===== config.mk =====
export PLATFORM = sky130hd
export DESIGN_NAME = cmd_resp_unit
export DESIGN_NICKNAME = d
export VERILOG_FILES = /design/src/rtl/cmdrsp_pkg.sv /design/src/rtl/cmdrsp_ctrl.sv /design/src/rtl/cmdrsp_bytecap.sv /design/src/rtl/cmdrsp_judge.sv /design/src/rtl/cmdrsp_commit.sv /design/src/rtl/cmd_resp_unit.sv
export SDC_FILE = /design/constraint.sdc
export NUM_CORES = 1
export LEC_CHECK = 0
export ABC_CLOCK_PERIOD_IN_PS = 2740
export BUFFER_PORTS_ARGS = -buffer_cell sky130_fd_sc_hd__buf_2
export CAP_MARGIN = 20
export CORE_UTILIZATION = 50
export CTS_BUF_LIST = sky130_fd_sc_hd__clkbuf_8
export DETAILED_ROUTE_END_ITERATION = 7
export HOLD_SLACK_MARGIN = 0.12
export PLACE_DENSITY = 0.73
export REMOVE_ABC_BUFFERS = 1
export SYNTH_ARGS = -nofsm -noshare
export SYNTH_HDL_FRONTEND = slang
export SYNTH_HIERARCHICAL = 1
export SYNTH_SLANG_ARGS = --single-unit

===== constraint.sdc =====
create_clock -name clk -period 2.74 [get_ports clk]
set_clock_uncertainty 0.2 [all_clocks]
set_input_delay 0.548 -clock clk [delete_from_list [all_inputs] [get_ports clk]]
set_output_delay 0.548 -clock clk [all_outputs]
set_load 0.05 [all_outputs]

===== src/rtl/cmdrsp_pkg.sv =====
package cmdrsp_pkg;
  localparam int CMD_W     = 11;
  localparam int IDX_W     = 6;
  localparam int CB_RESP   = 6;
  localparam int CB_LONG   = 7;
  localparam int CB_INTR   = 8;
  localparam int CB_PEND   = 9;
  localparam int CB_EN     = 10;

  localparam int FLAG_W    = 8;
  localparam int FB_TMO    = 2;
  localparam int FB_RESP   = 6;
  localparam int FB_SENT   = 7;

  typedef enum logic [1:0] {
    OUT_NONE = 2'd0,
    OUT_SENT = 2'd1,
    OUT_RESP = 2'd2,
    OUT_TMO  = 2'd3
  } outcome_t;
endpackage


===== src/rtl/cmdrsp_ctrl.sv =====
module cmdrsp_ctrl
  import cmdrsp_pkg::*;
#(
  parameter int ARG_W = 32
) (
  input  logic               clk,
  input  logic               rst,
  input  logic               cmd_wr,
  input  logic [CMD_W-1:0]   cmd_wdata,
  input  logic [ARG_W-1:0]   arg_in,
  input  logic               done,
  output logic               accept,
  output logic [CMD_W-1:0]   cmd_q,
  output logic               busy_q,
  output logic               issue_q,
  output logic [IDX_W-1:0]   issue_idx_q,
  output logic [ARG_W-1:0]   issue_arg_q,
  output logic               exp_resp_q,
  output logic               exp_long_q
);
  localparam logic [CMD_W-1:0] EN_MASK = CMD_W'(1) << CB_EN;

  logic wr_idle;
  assign wr_idle = cmd_wr && !busy_q;
  assign accept  = wr_idle && cmd_wdata[CB_EN] && !cmd_wdata[CB_PEND];

  always_ff @(posedge clk) begin
    if (rst) begin
      cmd_q       <= '0;
      busy_q      <= 1'b0;
      issue_q     <= 1'b0;
      issue_idx_q <= '0;
      issue_arg_q <= '0;
      exp_resp_q  <= 1'b0;
      exp_long_q  <= 1'b0;
    end else begin
      issue_q <= 1'b0;
      if (busy_q) begin
        if (done) begin
          busy_q <= 1'b0;
          cmd_q  <= cmd_q & ~EN_MASK;
        end
      end else if (accept) begin
        cmd_q       <= cmd_wdata;
        busy_q      <= 1'b1;
        issue_q     <= 1'b1;
        issue_idx_q <= cmd_wdata[IDX_W-1:0];
        issue_arg_q <= arg_in;
        exp_resp_q  <= cmd_wdata[CB_RESP];
        exp_long_q  <= cmd_wdata[CB_LONG];
      end else if (wr_idle) begin
        cmd_q <= cmd_wdata & ~EN_MASK;
      end
    end
  end

  assert_issue_after_write_R1: assert property (@(posedge clk) disable iff (rst)
    issue_q |-> ($past(cmd_wr) && !$past(busy_q)));
  assert_issue_single_R1: assert property (@(posedge clk) disable iff (rst)
    issue_q |=> !issue_q);
  assert_en_while_busy_R2: assert property (@(posedge clk) disable iff (rst)
    busy_q |-> cmd_q[CB_EN]);
  assert_en_cleared_R2: assert property (@(posedge clk) disable iff (rst)
    $fell(busy_q) |-> !cmd_q[CB_EN]);
  assert_busy_hold_R4: assert property (@(posedge clk) disable iff (rst)
    (busy_q && !done) |=> ($stable(cmd_q) && busy_q));
endmodule


===== src/rtl/cmdrsp_bytecap.sv =====
module cmdrsp_bytecap #(
  parameter int BYTE_W = 8,
  parameter int WORD_W = 32,
  parameter int NWORDS = 4
) (
  input  logic                          clk,
  input  logic                          rst,
  input  logic                          clear,
  input  logic                          cap_en,
  input  logic                          byte_valid,
  input  logic [BYTE_W-1:0]             byte_in,
  output logic [NWORDS-1:0][WORD_W-1:0] stage_q
);
  localparam int BPW    = WORD_W / BYTE_W;
  localparam int NBYTES = NWORDS * BPW;
  localparam int CNT_W  = $clog2(NBYTES + 1);

  logic [CNT_W-1:0] cnt_q;
  logic             take;

  assign take = cap_en && byte_valid && (cnt_q < CNT_W'(NBYTES));

  always_ff @(posedge clk) begin
    if (rst || clear) begin
      cnt_q   <= '0;
      stage_q <= '0;
    end else if (take) begin
      cnt_q <= cnt_q + 1'b1;
      for (int w = 0; w < NWORDS; w++) begin
        for (int l = 0; l < BPW; l++) begin
          if (cnt_q == CNT_W'(w * BPW + l))
            stage_q[w][(BPW-1-l)*BYTE_W +: BYTE_W] <= byte_in;
        end
      end
    end
  end

  assert_cnt_bound_R5: assert property (@(posedge clk) disable iff (rst)
    cnt_q <= CNT_W'(NBYTES));
  assert_idle_no_capture_R11: assert property (@(posedge clk) disable iff (rst)
    (!cap_en && !clear) |=> $stable(cnt_q));
endmodule


===== src/rtl/cmdrsp_judge.sv =====
module cmdrsp_judge
  import cmdrsp_pkg::*;
#(
  parameter int LEN_W     = 5,
  parameter int SHORT_LEN = 4,
  parameter int LONG_LEN  = 16
) (
  input  logic             busy,
  input  logic             resp_end,
  input  logic [LEN_W-1:0] resp_len,
  input  logic             card_err,
  input  logic             exp_resp,
  input  logic             exp_long,
  output logic             done,
  output outcome_t         outcome,
  output logic             fmt_long
);
  logic is_short, is_long;
  assign is_short = (resp_len == LEN_W'(SHORT_LEN));
  assign is_long  = (resp_len == LEN_W'(LONG_LEN));
  assign done     = busy && (card_err || resp_end);

  always_comb begin
    outcome  = OUT_NONE;
    fmt_long = 1'b0;
    if (done) begin
      if (card_err)                    outcome = OUT_TMO;
      else if (!exp_resp)              outcome = OUT_SENT;
      else if (is_long) begin
        outcome  = OUT_RESP;
        fmt_long = 1'b1;
      end
      else if (is_short && !exp_long)  outcome = OUT_RESP;
      else                             outcome = OUT_TMO;
    end
  end
endmodule


===== src/rtl/cmdrsp_commit.sv =====
module cmdrsp_commit
  import cmdrsp_pkg::*;
#(
  parameter int WORD_W = 32,
  parameter int NWORDS = 4
) (
  input  logic                          clk,
  input  logic                          rst,
  input  logic                          done,
  input  outcome_t                      outcome,
  input  logic                          fmt_long,
  input  logic [NWORDS-1:0][WORD_W-1:0] stage,
  output logic [NWORDS-1:0][WORD_W-1:0] resp_q,
  output logic [FLAG_W-1:0]             flags_q
);
  logic last_long_q;

  always_ff @(posedge clk) begin
    if (rst) begin
      resp_q      <= '0;
      flags_q     <= '0;
      last_long_q <= 1'b0;
    end else begin
      flags_q <= '0;
      if (done) begin
        unique case (outcome)
          OUT_RESP: begin
            flags_q[FB_RESP] <= 1'b1;
            last_long_q      <= fmt_long;
            for (int w = 0; w < NWORDS; w++) begin
              if (fmt_long)
                resp_q[w] <= (w == NWORDS - 1) ? (stage[w] & ~WORD_W'(1)) : stage[w];
              else
                resp_q[w] <= (w == 0) ? stage[0] : '0;
            end
          end
          OUT_SENT: flags_q[FB_SENT] <= 1'b1;
          OUT_TMO:  flags_q[FB_TMO]  <= 1'b1;
          default:  flags_q <= '0;
        endcase
      end
    end
  end

  assert_one_flag_R11: assert property (@(posedge clk) disable iff (rst)
    $onehot0(flags_q));
  assert_flag_pulse_R11: assert property (@(posedge clk) disable iff (rst)
    (flags_q != '0) |=> (flags_q == '0));
  assert_tmo_keeps_words_R8: assert property (@(posedge clk) disable iff (rst)
    flags_q[FB_TMO] |-> (resp_q == $past(resp_q)));
  assert_sent_keeps_words_R9: assert property (@(posedge clk) disable iff (rst)
    flags_q[FB_SENT] |-> (resp_q == $past(resp_q)));
  assert_long_lsb_R7: assert property (@(posedge clk) disable iff (rst)
    (flags_q[FB_RESP] && last_long_q) |-> !resp_q[NWORDS-1][0]);
  assert_short_upper_zero_R6: assert property (@(posedge clk) disable iff (rst)
    (flags_q[FB_RESP] && !last_long_q) |-> (resp_q[NWORDS-1:1] == '0));
endmodule


===== src/rtl/cmd_resp_unit.sv =====
module cmd_resp_unit
  import cmdrsp_pkg::*;
#(
  parameter int ARG_W  = 32,
  parameter int WORD_W = 32,
  parameter int NWORDS = 4,
  parameter int BYTE_W = 8,
  parameter int LEN_W  = 5
) (
  input  logic                     clk,
  input  logic                     rst,
  input  logic                     cmd_wr,
  input  logic [CMD_W-1:0]         cmd_wdata,
  input  logic [ARG_W-1:0]         cmd_arg,
  output logic [CMD_W-1:0]         cmd_rdata,
  output logic                     busy,
  output logic                     card_cmd_valid,
  output logic [IDX_W-1:0]         card_cmd_index,
  output logic [ARG_W-1:0]         card_cmd_arg,
  input  logic                     card_byte_valid,
  input  logic [BYTE_W-1:0]        card_byte,
  input  logic                     card_resp_end,
  input  logic [LEN_W-1:0]         card_resp_len,
  input  logic                     card_err,
  output logic [NWORDS*WORD_W-1:0] resp_words,
  output logic [FLAG_W-1:0]        evt_flags
);
  localparam int BPW       = WORD_W / BYTE_W;
  localparam int SHORT_LEN = BPW;
  localparam int LONG_LEN  = NWORDS * BPW;

  logic                          accept, done, fmt_long, exp_resp, exp_long;
  outcome_t                      outcome;
  logic [NWORDS-1:0][WORD_W-1:0] stage, resp_q;

  cmdrsp_ctrl #(.ARG_W(ARG_W)) u_ctrl (
    .clk(clk), .rst(rst), .cmd_wr(cmd_wr), .cmd_wdata(cmd_wdata), .arg_in(cmd_arg),
    .done(done), .accept(accept), .cmd_q(cmd_rdata), .busy_q(busy),
    .issue_q(card_cmd_valid), .issue_idx_q(card_cmd_index), .issue_arg_q(card_cmd_arg),
    .exp_resp_q(exp_resp), .exp_long_q(exp_long)
  );

  cmdrsp_bytecap #(.BYTE_W(BYTE_W), .WORD_W(WORD_W), .NWORDS(NWORDS)) u_cap (
    .clk(clk), .rst(rst), .clear(accept), .cap_en(busy),
    .byte_valid(card_byte_valid), .byte_in(card_byte), .stage_q(stage)
  );

  cmdrsp_judge #(.LEN_W(LEN_W), .SHORT_LEN(SHORT_LEN), .LONG_LEN(LONG_LEN)) u_judge (
    .busy(busy), .resp_end(card_resp_end), .resp_len(card_resp_len), .card_err(card_err),
    .exp_resp(exp_resp), .exp_long(exp_long), .done(done), .outcome(outcome),
    .fmt_long(fmt_long)
  );

  cmdrsp_commit #(.WORD_W(WORD_W), .NWORDS(NWORDS)) u_commit (
    .clk(clk), .rst(rst), .done(done), .outcome(outcome), .fmt_long(fmt_long),
    .stage(stage), .resp_q(resp_q), .flags_q(evt_flags)
  );

  assign resp_words = resp_q;

  assert_flag_needs_busy_R11: assert property (@(posedge clk) disable iff (rst)
    (evt_flags != '0) |-> ($past(busy) && !busy));
  assert_err_wins_R10: assert property (@(posedge clk) disable iff (rst)
    (busy && card_err) |=> evt_flags[FB_TMO]);
  assert_no_issue_busy_R4: assert property (@(posedge clk) disable iff (rst)
    (busy && !done) |=> !card_cmd_valid);
endmodule


# Yosys cells after proc, flatten, opt, wreduce, memory -nomap -nowiden
# Index checks and enable logic that the tools add are counted.
[op_classes] add_sub_neg=1 multipliers=0 div_mod_pow=0 n_lt_le_gt_ge=1 n_eq_ne=21 shift=0 n_mux=22 n_bitwise=2 reduce_logical=37
[op_table] operator="two-way mux 32 bit" count=3
[op_table] operator="two-way mux 11 bit" count=4
[op_table] operator="== test 5 x 4 -> 1 bit, second input constant" count=8
[op_table] operator="AND reduction 2 bit" count=20
[op_table] operator="== test 5 x 3 -> 1 bit, second input constant" count=5
[op_table] operator="two-way mux 1 bit" count=11
[op_table] operator="== test 5 x 2 -> 1 bit, second input constant" count=2
[op_table] operator="two-way mux 2 bit" count=4
[op_table] operator="logical AND 1 bit" count=7
[op_table] operator="adder 5 x 1 -> 5 bit, second input constant" count=1
[op_table] operator="== test 5 x 1 -> 1 bit, second input constant" count=1
[op_table] operator="== test 5 bit, second input constant" count=1
[op_table] operator="zero test 5 bit" count=1
[op_table] operator="less-than comparator 5 bit, second input constant" count=1
[op_table] operator="== test 2 bit, second input constant" count=2
[op_table] operator="OR reduction 2 bit" count=2
[op_table] operator="zero test 1 bit" count=3
[op_table] operator="nonzero test 3 bit" count=1
[op_table] operator="== test 2 x 1 -> 1 bit, second input constant" count=1
[op_table] operator="logical OR 1 bit" count=2
[op_table] operator="!= test 2 bit, second input constant" count=1
[op_table] operator="inverter 1 bit" count=2
[op_table] operator="nonzero test 2 bit" count=1
[word_totals] reg_bits=322 latchBits=0 mem_bits_rw=0 mem_bits_ro=0 inputBits=62 output_inout_bits=187 word_cells=115 mem_count=0

# Logic depth before layout (Yosys ltp)
[depth] depth_word=9 mapped_depth=10 ltp_nobuf=6

# Cells and area by module
# The synthesis kept the hierarchy.
[modules_own_cells] module="cmdrsp_commit" n_inst=1 cells_each=577 area_each_um2=6083.3 seq_area_each_um2=2602.5
[modules_own_cells] module="cmdrsp_bytecap" n_inst=1 cells_each=475 area_each_um2=4951.0 seq_area_each_um2=2662.6
[modules_own_cells] module="cmdrsp_ctrl" n_inst=1 cells_each=230 area_each_um2=1959.4 seq_area_each_um2=1061.0
[modules_own_cells] module="cmdrsp_judge" n_inst=1 cells_each=11 area_each_um2=75.1 seq_area_each_um2=0.0

# Least setup slack after synthesis
# Ideal clock, no wire load.
[synth_timing] kind="flip-flop to flip-flop" from="register u_ctrl.busy_q" to="register u_cap/stage_q[68] (netlist bit)" arrival_ns=2.240 required_time_ns=2.465 path_slack_ns=0.226 path_stages_with_launch=11 period_less_slack_ns=2.514 path_cell_list="dfxtp_1 > nand4bb_1 > buf_4 > clkinv_4 > buf_6 > nor2_1 > buf_2 > buf_2 > clkbuf_1 > nand2_1 > mux2i_1"
[synth_between] elab_chain_cells=5
[synth_rtl] item="start, declared" line_no="cmdrsp_ctrl.sv:14" rtl="output logic busy_q,"
[synth_rtl] item="start signal, assigned" line_no="cmdrsp_ctrl.sv:30" rtl="busy_q <= 1'b0;"
[synth_rtl] item="start signal, assigned" line_no="cmdrsp_ctrl.sv:40" rtl="busy_q <= 1'b0;"
[synth_rtl] item="start signal, assigned" line_no="cmdrsp_ctrl.sv:45" rtl="busy_q <= 1'b1;"
[synth_rtl] item="zero test 1 bit" line_no="cmdrsp_ctrl.sv:24" rtl="assign wr_idle = cmd_wr && !busy_q;"
[synth_rtl] item="logical AND 1 bit" line_no="cmdrsp_ctrl.sv:24"
[synth_rtl] item="logical AND 1 bit (2 in a row)" line_no="cmdrsp_ctrl.sv:25" rtl="assign accept = wr_idle && cmd_wdata[CB_EN] && !cmd_wdata[CB_PEND];"
[synth_rtl] item="net accept" line_no="cmd_resp_unit.sv:32" rtl="logic accept, done, fmt_long, exp_resp, exp_long;"
[synth_rtl] item="logical OR 1 bit" line_no="cmdrsp_bytecap.sv:24" rtl="if (rst || clear) begin"
[synth_rtl] item="end signal, assigned by index" line_no="cmdrsp_bytecap.sv:32" rtl="stage_q[w][(BPW-1-l)*BYTE_W +: BYTE_W] <= byte_in;"
[synth_rtl] item="end, declared" line_no="cmdrsp_bytecap.sv:12" rtl="output logic [NWORDS-1:0][WORD_W-1:0] stage_q"
# The timed path passes the listed nets, and every way through them passes these cells.
# A chain may end at the register's enable or synchronous reset.

# Worst setup path in the final report
[layout_timing] from="input port cmd_wdata[9]" to="register u_cap/stage_q[124] (netlist bit)"
[layout_between] elab_chain_cells=3
[layout_rtl] item="start, declared" line_no="cmd_resp_unit.sv:13" rtl="input logic [CMD_W-1:0] cmd_wdata,"
[layout_rtl] item="zero test 1 bit" line_no="cmdrsp_ctrl.sv:25"
[layout_rtl] item="logical AND 1 bit" line_no="cmdrsp_ctrl.sv:25"
[layout_rtl] item="net accept" line_no="cmd_resp_unit.sv:32"
[layout_rtl] item="logical OR 1 bit" line_no="cmdrsp_bytecap.sv:24"
# The timed path passes the listed nets, and every way through them passes these cells.

==> metrics.md <==
| Metric | Value |
|---|---|
| Routed vias | `9788` |
| R2r endpoint | `u_cap/stage_q[124]` |
| WP data arrival | `2.39 ns` |
| R2R setup slack | `0.64 ns` |
| Die ar. | `around 0.027 sq mm` |
| Synth Cell Area | `between 0.01 and 0.015 sq mm` |
| Max clock buf depth | `3` |
| Hold path cells | `4` |
| CTS Buf Count | `slightly above 50` |
| Std cell rows | `58` |
| Initial antenna violation count | `0` |
| RSZ-0062 raised after global routing | `false` |
| Tcrit/Tclk final | `79.2%` |
| Fmax | `roughly 0.46 GHz` |
| Pin count of the biggest net entering global routing | `140` |
| Final wirelength | `31300 um` |
| Drt first pass iters | `5` |
| Worst-margin pin slew | `between 0.6 and 0.7 ns` |
| Drc violations | `0` |
| R2r startpoint | `u_ctrl/busy_q` |
| Leak | `6.84 nW` |
| Final Cell Area | `0.0158 sq mm` |
| Endpoints failing setup | `0` |
| GR Overflow Total | `0` |
| Global router's overall resource usage | `23.0%` |
| Maxcap violations | `0` |
| Port Buffer Count | `~240` |
| Placed inst area | `between 0.01 and 0.015 sq mm` |
| Vias per cell | `a little over 5` |
| Crit start category | `input pin` |
| GP Congestion | `0.772` |
| CP required | `2.96 ns` |
| Commonest cells after routing, fill and taps aside | `dfxtp_1 (315), mux2i_1 (248), buf_2 (241)` |
| Most common cell after layout, fill and taps aside | `dfxtp_1` |
| Tot Pwr | `8.99 mW` |
| Crit path max fanout | `16` |
| Antenna viol nets, final | `0` |
| Hold Startpoint | `card_byte_valid` |
| Final-layout fill cell count | `2167` |
| Share of cells above drive strength 1 | `roughly a quarter` |
| Avg Cell Area, Syn | `10.1 sq um` |
| CTS tree | `yes` |
| Hpwl dp | `~19000 um` |
| WL/cell | `roughly 16 um` |
| Die W | `163 um` |
| Post-CTS resize count | `0` |
| Crit Path Category | `in2reg` |
| Slew Viols, Final | `0` |
| Global-route wire length before repair | `between 40000 and 50000 um` |
| R2R depth | `8` |
| Worst-Skew Late Latency | `about 0.56 ns` |
| Fin nets | `approximately 1600` |
| Initial core utilization | `about half` |
| Rel. slew slack | `54.6%` |
| Layout overhead on the synthesized area | `20.9%` |
| Status | `complete, no violations` |
| CTS clock-pin slew for the worst setup and hold paths | `roughly 0.060 ns` |
| CTS sink cnt | `around 320` |
| Hold Violations, Final | `0` |
| DRT iter0 DRCs | `518` |
| # diodes | `0` |
| Cells after Synth | `roughly 1300` |
| Vias in the first global route | `just under 10000` |
| Hold Path Class | `in2reg` |
| Power Density | `between 500 and 600 mW/mm^2` |
| Hold path endpoint | `u_cap/cnt_q[2]` |
| Ports | `between 200 and 250` |
| Core Area | `between 0.02 and 0.03 sq mm` |
| Peak supply drop | `approximately 0.4 mV` |
| Root buffer cell | `clkbuf_8` |
| Deepest level of the CTS H-tree | `2` |
| Fin crit period | `approximately 2.2 ns` |
| Die Y-Extent | `roughly 160 um` |
| Worst setup EP type | `flip-flop` |
| Yosys warns | `6` |
-- cell type report --
type,instances,area (sq um),area share (%)
Tap cell,330,413,2.62
Inverter,5,23.8,0.151
Timing Repair Buffer,323,2040,13.0
Multi-Input combinational cell,869,6030,38.3
Sequential cell,315,6310,40.0
Clock buffer,61,840,5.33
Clock inverter,23,98.8,0.627
-- worst max-delay path by stage --
stage	from	to	cells after the start
3_3_place_gp	card_err	u_commit/resp_q[8]	7
3_5_place_dp	card_err	u_commit/resp_q[5]	7
6_report	cmd_wdata[9]	u_cap/stage_q[124]	9
4_1_cts	cmd_wdata[9]	u_cap/stage_q[36]	9
5_1_grt	u_cap/cnt_q[1]	u_cap/stage_q[102]	6
2_1_floorplan	u_ctrl/busy_q	u_cap/stage_q[103]	5
-- worst max-delay path, stage by stage --
cell and delay, ns:
dlygate4sd3_1 0.53, buf_2 0.12, nand4bb_2 0.29, clkinv_4 0.11, nor2_4 0.06, buf_4 0.22, nand2_1 0.08, buf_4 0.28
mux2i_1 0.13
-- timing repair --
action | 4_1_cts | 5_1_grt
setup endpoints to repair | 0 | 0
buffers inserted | 0 | 0
hold endpoints to repair | 50 | 0
hold buffers | 42 | 0
-- through the flow --
| step | utilization (%) | TNS (ns) | std cells | worst slack, ns | hold WS [ns] |
|---|---|---|---|---|---|
| 5_1_grt | 62.0 | 0 | 1926 | 0.409 | 0.258 |
| 2_1_floorplan | - | -1164.31 | 1189 | -5.60 | 0.235 |
| 3_3_place_gp | 56.7 | 0 | 1800 | 0.208 | 0.238 |
| 3_5_place_dp | 56.7 | 0 | 1800 | 0.117 | 0.247 |
| 4_1_cts | 62.0 | 0 | 1926 | 0.609 | 0.181 |
| 6_report | 62.0 | 0 | 1926 | 0.569 | 0.223 |
-- layer usage --
metal	vias to the layer above	track usage (%)	wire [um]
met5	-	0	0
met4	0	6.44	518
met3	38	5.31	1980
met2	300	39.3	14700
met1	4630	28.9	14200
li1	4820	-	-
-- where the power goes --
part	switching, mW	internal (mW)	leakage (nW)
logic	0.387	0.216	3.76
clock network	1.76	1.99	0.544
registers	0.0183	4.62	2.54
-- state kept, by name (all words and copies together), names as in the netlist, 3 cells and up --
name / cells
u_commit/flags_q: 3
u_cap/stage_q: 127
u_ctrl/cmd_q: 11
u_commit/resp_q: 127
u_ctrl/issue_arg_q: 32
u_ctrl/issue_idx_q: 6
u_cap/cnt_q: 5
Power figures use the tool's default switching activity.
